===== config.mk =====
export PLATFORM = sky130hd
export DESIGN_NAME = gpio_port_ovr
export DESIGN_NICKNAME = d
export VERILOG_FILES = /design/src/rtl/gpio_port_ovr.sv
export SDC_FILE = /design/constraint.sdc
export NUM_CORES = 1
export LEC_CHECK = 0
export BUFFER_PORTS_ARGS = -buffer_cell sky130_fd_sc_hd__buf_2
export CORE_MARGIN = 2
export CORE_UTILIZATION = 30
export CTS_BUF_LIST = sky130_fd_sc_hd__clkbuf_8
export DETAILED_ROUTE_END_ITERATION = 8
export PLACE_DENSITY = 0.64
export SLEW_MARGIN = 20
export SYNTH_ARGS = -nofsm -noshare
export SYNTH_HDL_FRONTEND = slang
export SYNTH_SLANG_ARGS = --single-unit

===== constraint.sdc =====
create_clock -name clk -period 1.3 [get_ports clk]
set_clock_uncertainty 0.05 [all_clocks]
set_input_delay 0.26 -clock clk [delete_from_list [all_inputs] [get_ports clk]]
set_output_delay 0.26 -clock clk [all_outputs]
set_load 0.005 [all_outputs]

===== src/rtl/gpio_port_ovr.sv =====
module gpio_port_ovr #(
  parameter int NPIN = 5,
  parameter int DW   = 8,
  parameter int AW   = 2
) (
  input  logic            clk,
  input  logic            rst_n,
  input  logic [AW-1:0]   bus_addr,
  input  logic            bus_we,
  input  logic [DW-1:0]   bus_wdata,
  output logic [DW-1:0]   bus_rdata,
  input  logic [NPIN-1:0] pin_in,
  output logic [NPIN-1:0] pin_out,
  output logic [NPIN-1:0] pin_oe,
  input  logic [NPIN-1:0] per_force_out,
  input  logic [NPIN-1:0] per_force_in,
  input  logic [NPIN-1:0] per_dout,
  output logic [NPIN-1:0] pin_sync,
  output logic [DW-NPIN-1:0] pullup_en
);
  localparam int NPU = DW - NPIN;
  localparam logic [AW-1:0] A_PORT = AW'(0);
  localparam logic [AW-1:0] A_LAT  = AW'(1);
  localparam logic [AW-1:0] A_DIR  = AW'(2);

  logic [NPIN-1:0] dir_q, lat_q, s1_q, s2_q;
  logic [NPU-1:0]  pu_q;

  always_ff @(posedge clk or negedge rst_n) begin
    if (!rst_n) begin
      dir_q <= '1;
      lat_q <= '0;
      pu_q  <= '0;
      s1_q  <= '0;
      s2_q  <= '0;
    end else begin
      s1_q <= pin_in;
      s2_q <= s1_q;
      if (bus_we) begin
        case (bus_addr)
          A_PORT: begin
            lat_q <= bus_wdata[NPIN-1:0];
            pu_q  <= bus_wdata[DW-1:NPIN];
          end
          A_LAT:   lat_q <= bus_wdata[NPIN-1:0];
          A_DIR:   dir_q <= bus_wdata[NPIN-1:0];
          default: ;
        endcase
      end
    end
  end

  always_comb begin
    case (bus_addr)
      A_PORT:  bus_rdata = {pu_q, s2_q};
      A_LAT:   bus_rdata = {{NPU{1'b0}}, lat_q};
      A_DIR:   bus_rdata = {{NPU{1'b0}}, dir_q};
      default: bus_rdata = '0;
    endcase
  end

  assign pin_oe    = per_force_out | (~per_force_in & ~dir_q);
  assign pin_out   = (per_force_out & per_dout) | (~per_force_out & lat_q);
  assign pin_sync  = s2_q;
  assign pullup_en = pu_q;
endmodule


Word-level counts from Yosys, hierarchy flattened
Cells that the tools add are included.
Word-level totals
  register bits after elaboration: 23
  input port bits: 33
  output and inout port bits: 26
Cells by class
  eq/ne operators: 2
  mux-type cells: 1
  bitwise gates (word level): 8
  reduce and logical (&&, ||, !) cells: 5
Operator list (count)
  one-hot mux 8 bit (3 select lines): 1
  bitwise AND 5 bit: 3
  inverter 5 bit: 3
  OR 5 bit: 2
  AND reduction 2 bit: 3
  == test 2 x 1 -> 1 bit, second input constant: 1
  == test 2 bit, second input constant: 1
  zero test 2 bit: 1
  OR reduction 2 bit: 1

Depth between registers and ports, before layout
Gate-level depths: netlist (run 1).
  word-level depth: 3
  depth in mapped cells: 3
  depth with buffers taken out: 2

Least setup slack after synthesis (run 1)
OpenSTA, ideal clock, no wires.
  kind: input port to flip-flop
  start point: input bus_addr[1]
  end point: register pu_q[0], in the netlist pullup_en[0]
  library setup time: 0.125 ns
  arrival: 0.945 ns
  slack: 0.180 ns
  cell stages on the path: 3
  buffers on the path: 1
  path through: buf_6 nor3b_4 mux2_2
Between the ends
  longest elaborated chain between the ends: 2
Ends and longest elaborated chain
  from (decl): line 8  | input logic [AW-1:0] bus_addr,
  zero test 2 bit: line 40  | case (bus_addr)
  AND reduction 2 bit (no line)
  to (signal assigned): line 43  | pu_q <= bus_wdata[DW-1:NPIN];
  to (decl): line 27  | logic [NPU-1:0] pu_q;
No other way between the ends.
A chain may end at the register's enable or synchronous reset.

Worst setup path after layout (run 1)
  start point: register dir_q[1]
  end point: output bus_rdata[1]
Between the ends
  longest elaborated chain between the ends: 1
Ends and longest elaborated chain
  from (decl): line 26  | logic [NPIN-1:0] dir_q, lat_q, s1_q, s2_q;
  from (signal assigned): line 46  | A_DIR: dir_q <= bus_wdata[NPIN-1:0];
  one-hot mux 8 bit (3 select lines): line 54  | case (bus_addr)
  to (decl): line 11  | output logic [DW-1:0] bus_rdata,
No other way between the ends.

==> flow_metrics.tcl, run 1 <==
set metrics [dict create \
    layout-drive-gt1-share 0.727 \
    io_buffer_count 58 \
    start_util 0.312 \
    synth_area_mm2 0.00104 \
    fin_util 0.473 \
    globalplace.congestion 0.659 \
    avgSynthCellArea_um2 15.8 \
    status "complete, but fails checks" \
    yosys_warnings 0 \
    clk_latency_ns 0.25 \
    min_to "s1_q[2]$_DFF_PN0_" \
    dp_hpwl_um 1890 \
    synth_seq_cells 23 \
    reg2reg_to "dir_q[4]$_DFFE_PN1P_" \
    grt.total_usage 0.133 \
    regToRegStartpoint "dir_q[4]$_DFFE_PN1P_" \
    syn_inst 66 \
    dr.pass1.iters 2 \
    cts-htree-levels 1 \
    peakVddDrop_v 0.000323 \
    cp.required_ns 0.99 \
    critPathMaxFanout 2 \
    worstMarginPinSlew_ns 0.505 \
    vias_per_cell 4.39 \
    r2r_slack_ns 0.22 \
    holdPathStages 1 \
    max_freq_ghz 0.698 \
    dieArea_mm2 0.00396 \
    fin_nets 173 \
    clockBufferDepth 2 \
    setup_tns_ns -1.20 \
    die_h_um 62.9 \
    setup_viol 15 \
    antenna_found_initial 0 \
    pin_count 59 \
    violations "negative setup slack" \
    postLayoutCellArea_mm2 0.00158 \
    finalHoldViolCount 0 \
    setup.worst_path.class "flop to output port" \
    diodes 0 \
    maxSlewViolCount 0 \
    max_cap_violations 0 \
    rsz0062_at_grt "yes" \
    arrival_ns 1.12 \
    power_density_mw_per_mm2 1140 \
    row_count 21 \
    grt_max_degree 24 \
    crit_path_start_kind "flop" \
    place_area_mm2 0.00140 \
    design.core.area_mm2 0.00334 \
    yosysSeqAreaShare 0.559 \
    routed-via-count 813 \
    worst_r2r_path_depth 4 \
    cts.sinks 23 \
    dieWidth_um 62.9 \
    root_buffer "clkbuf_8" \
    hold_path_class "input port to flop" \
    period_share 1.10 \
    p_leak_nw 0.812 \
    synth.distinct_cells 14 \
    grt_first_pass_wirelength_um 4080 \
    clk_pin_slew_ns 0.08 \
    final_antenna_net_count 0 \
    wl_per_cell_um 13.1 \
    routed_wl_um 2430 \
    pre_cts_ws_ns 0.0165 \
    hold_slack_ns 0.0522 \
    grt_pass1_vias 887 \
    worstSetupEndpointType "output port" \
    first_iter_violations 18 \
    synthToLayoutAreaGrowth_pct 51.6 \
    final.setup.worst_slack_ns -0.132 \
    cts_made_buffers 3 \
    synth_nets 99 \
    drc 0 \
    relSlewSlack 0.663 \
    overflow 0 \
    cts_tree "yes" \
    hold_start "pin_in[2]" \
    fin_crit_ns 1.43 \
    cp-startpoint "dir_q[1]$_DFFE_PN1P_" \
]
worst max-delay path by stage:
| stage | slack, ns | end |
|---|---|---|
| floorplan | 0.18 | pullup_en[0]$_DFFE_PN0P_ |
| global placement | 0.04 | pullup_en[1]$_DFFE_PN0P_ |
| detailed placement | 0.02 | pullup_en[2]$_DFFE_PN0P_ |
| CTS | -0.15 | bus_rdata[1] |
| global route | -0.20 | bus_rdata[1] |
| finish | -0.13 | bus_rdata[1] |
registers in the layout, summed over array words and instances (netlist names):
name,cells
pin_sync,5
dir_q,5
s1_q,5
lat_q,5
pullup_en,3
worst max-delay path, stage by stage, from the launching register on:
cell,delay (ns)
dfstp_2,0.54
mux2i_1,0.06
o2bb2ai_1,0.13
buf_2,0.14
repair_timing:
item	in CTS	in global routing
resized for setup	6	6
pin swaps	8	0
endpoints found under the hold margin	18	0
setup endpoints to repair	15	18
buffers inserted	7	2
hold buffers	1	0
Yosys cell counts:
library cell	instances	area (um2)
mux2_4	5	75.1
and2b_2	1	8.76
mux2_2	13	146
nor2_1	1	3.75
nor3b_4	1	18.8
nand3b_4	1	20.0
nor2b_4	1	13.8
o2bb2ai_1	5	43.8
and2_1	3	18.8
dfrtp_1	18	450
buf_6	2	22.5
o21bai_1	5	37.5
dfstp_2	5	131
mux2i_1	5	50.1
cell type report:
class / instances / area, um2
Fill cell: 334 / 1760
Timing Repair Buffer: 71 / 439
Clock buffer: 3 / 41.3
Sequential cell: 23 / 582
Clock inverter: 1 / 3.75
Multi-Input combinational cell: 41 / 454
Tap cell: 46 / 57.6
cell families (layout without fill, tap and decap cells):
logic type / Yosys count / count (layout) / share of synthesized area
flops: 23 / 23 / 0.559
mux: 23 / 23 / 0.261
simple gates: 8 / 8 / 0.0805
buf+inv: 2 / 75 / 0.0216
compound gates: 10 / 10 / 0.0781
cell usage in the layout, fill, tap and decap left out, drive strengths merged:
master and count:
and2 3, and2b 1, buf 70, clkbuf 3, dfrtp 18, dfstp 5
dlygate4sd3 1, inv 1, mux2 18, mux2i 5, nand3b 1, nor2 1
nor2b 1, nor3b 1, o21bai 5, o2bb2ai 5
routing by layer:
metal / part of all wire / track usage
met5: 0 / 0
met4: 0.011 / 0.0583
met3: 0.094 / 0.0432
met2: 0.50 / 0.223
met1: 0.39 / 0.153
power by group:
group          leakage (nW)  total [mW]  switching [mW]  internal (mW)
combinational         0.521       0.492           0.167          0.325
clock                0.0269       0.423           0.213          0.210
sequential            0.263       0.878          0.0546          0.823
metrics by stage:
step / instances / power (mW)
finish: 185 / 1.79
global route: 185 / 1.90
CTS: 183 / 1.78
detailed placement: 171 / 1.27
global placement: 171 / 1.26
floorplan: 66 / 1.08
Note: power is estimated with default switching activity, not from simulation.
==> run 2: changes to the inputs <==
--- a/config.mk
+++ b/config.mk
@@ -8,7 +8,6 @@
 export BUFFER_PORTS_ARGS = -buffer_cell sky130_fd_sc_hd__buf_2
 export CORE_MARGIN = 2
 export CORE_UTILIZATION = 30
-export CTS_BUF_LIST = sky130_fd_sc_hd__clkbuf_8
 export DETAILED_ROUTE_END_ITERATION = 8
 export PLACE_DENSITY = 0.64
 export SLEW_MARGIN = 20
==> run 2 against run 1 <==
Net effect:
- the run still ends with negative setup slack left
- via count rose by 3.3%
- final cell count rose by 2.7%
- global-route usage rose by 0.38 points
- register-to-register slack barely moved
- utilization rose by 0.86 points
- total power fell by 5.3%
- count of clock-buffer cells in the layout rose by 1
- clock power fell by 25%
- critical path type unchanged
- largest cell class unchanged
- largest power group unchanged
- highest routed layer unchanged
==> flow_metrics.tcl, run 2 (synthesis gave the netlist of run 1 again) <==
set metrics [dict create \
    clk_pin_slew_ns 0.12 \
    power.total_mw 1.70 \
    layout-drive-gt1-share 0.694 \
    critPathMaxFanout 2 \
    dr.pass1.iters 4 \
    final_cell_mix "buf_2 (54), dfrtp_1 (18), mux2_2 (9), mux2_4 (9), buf_4 (8)" \
    hold_path_class "input port to flop" \
    maxSlewViolCount 0 \
    dieArea_mm2 0.00396 \
    period_share 1.15 \
    worst_r2r_path_depth 4 \
    worstMarginPinSlew_ns 0.502 \
    postLayoutCellArea_mm2 0.00161 \
    die_h_um 62.9 \
    dieWidth_um 62.9 \
    row_count 21 \
    routed-via-count 840 \
    fin_crit_ns 1.49 \
    diodes 0 \
    globalplace.congestion 0.659 \
    cts-htree-levels 1 \
    max_cap_violations 0 \
    status "complete, but fails checks" \
    setup_viol 15 \
    overflow 0 \
    grt_first_pass_wirelength_um 4180 \
    io_buffer_count 58 \
    dp_hpwl_um 1890 \
    power_density_mw_per_mm2 1060 \
    drc 0 \
    relSlewSlack 0.665 \
    design.core.area_mm2 0.00334 \
    final_antenna_net_count 0 \
    start_util 0.312 \
    pin_count 59 \
    cts.sinks 23 \
    routed_wl_um 2490 \
    wl_per_cell_um 13.1 \
    cp.required_ns 0.99 \
    clockBufferDepth 2 \
    p_leak_nw 0.821 \
    grt_max_degree 24 \
    max_freq_ghz 0.669 \
    clk_latency_ns 0.30 \
    crit_path_start_kind "flop" \
    final.setup.worst_slack_ns -0.194 \
    peakVddDrop_v 0.000350 \
    first_iter_violations 14 \
    placedCellCount 171 \
    fin_util 0.481 \
    rsz0062_at_grt "yes" \
    cts_made_buffers 3 \
    fin_nets 178 \
    cts_tree "yes" \
    synthToLayoutAreaGrowth_pct 54.3 \
    worstSetupEndpointType "output port" \
    arrival_ns 1.18 \
    holdPathStages 2 \
    root_buffer "clkbuf_4" \
    grt.total_usage 0.137 \
    place_area_mm2 0.00140 \
    grt_pass1_vias 897 \
    final_common_cell "buf_2" \
    finalHoldViolCount 0 \
    antenna_found_initial 0 \
    instances_no_fill 190 \
    setup.worst_path.class "flop to output port" \
    vias_per_cell 4.42 \
    violations "negative setup slack" \
]
==> run 2: cell count changes in the layout (fill, tap and decap cells not counted), sizes merged <==
| cell | previous run | this run |
|---|---|---|
| dlygate4sd3 | 1 | 6 |
| clkbuf | 3 | 4 |
| inv | 1 | 0 |
==> run 2: per-stage QoR <==
stage          hold WS [ns]  setup WS [ns]  setup TNS [ns]
2_1_floorplan       -0.0856          0.180               0
3_3_place_gp          0.203         0.0419               0
3_5_place_dp          0.216         0.0165               0
4_1_cts             0.00388         -0.222           -2.31
5_1_grt               0.127         -0.278           -3.14
6_report              0.142         -0.194           -2.05
==> run 2: final timing paths <==
check / startpoint / end / slack [ns]
min reg2reg: s1_q[1]$_DFF_PN0_ / pin_sync[1]$_DFF_PN0_ / 0.31
max reg2reg: dir_q[4]$_DFFE_PN1P_ / dir_q[4]$_DFFE_PN1P_ / 0.21
max in group asynchronous: rst_n / dir_q[1]$_DFFE_PN1P_ / 0.43
min in group asynchronous: rst_n / pin_sync[4]$_DFF_PN0_ / 0.41
min: bus_wdata[5] / pullup_en[0]$_DFFE_PN0P_ / 0.14
max: dir_q[1]$_DFFE_PN1P_ / bus_rdata[1] / -0.19
==> run 2: routing by layer <==
metal / wire (um) / GRT usage / up-vias
met5: 0 / 0 / -
met4: 27 / 0.0667 / 0
met3: 226 / 0.0432 / 2
met2: 1260 / 0.230 / 37
met1: 981 / 0.156 / 403
li1: - / - / 398
==> run 2: critical path, stage by stage, from the launching register on <==
cell and delay, ns:
dfstp_2 0.55, mux2i_1 0.06, o2bb2ai_1 0.14, buf_2 0.14
==> run 2: layout make-up <==
type / count / area, um2
clock buffer: 4 / 26.3
fill: 337 / 1730
multi-input combinational: 41 / 452
sequential: 23 / 582
tap: 46 / 57.6
timing repair buffer: 76 / 489
==> run 2: repair_timing <==
item / in CTS / in global routing
pin swaps: 8 / 0
hold buffers: 5 / 1
endpoints found under the setup margin: 15 / 18
endpoints found under the hold margin: 22 / 1
gates cloned: 0 / 0
buffers inserted: 6 / 3
resized for setup: 6 / 5
==> run 2: report_power, final <==
part	leakage, nW	switching (mW)	internal (mW)
combinational	0.542	0.168	0.335
sequential	0.263	0.0550	0.823
clock	0.0150	0.198	0.119
total	0.821	0.421	1.28
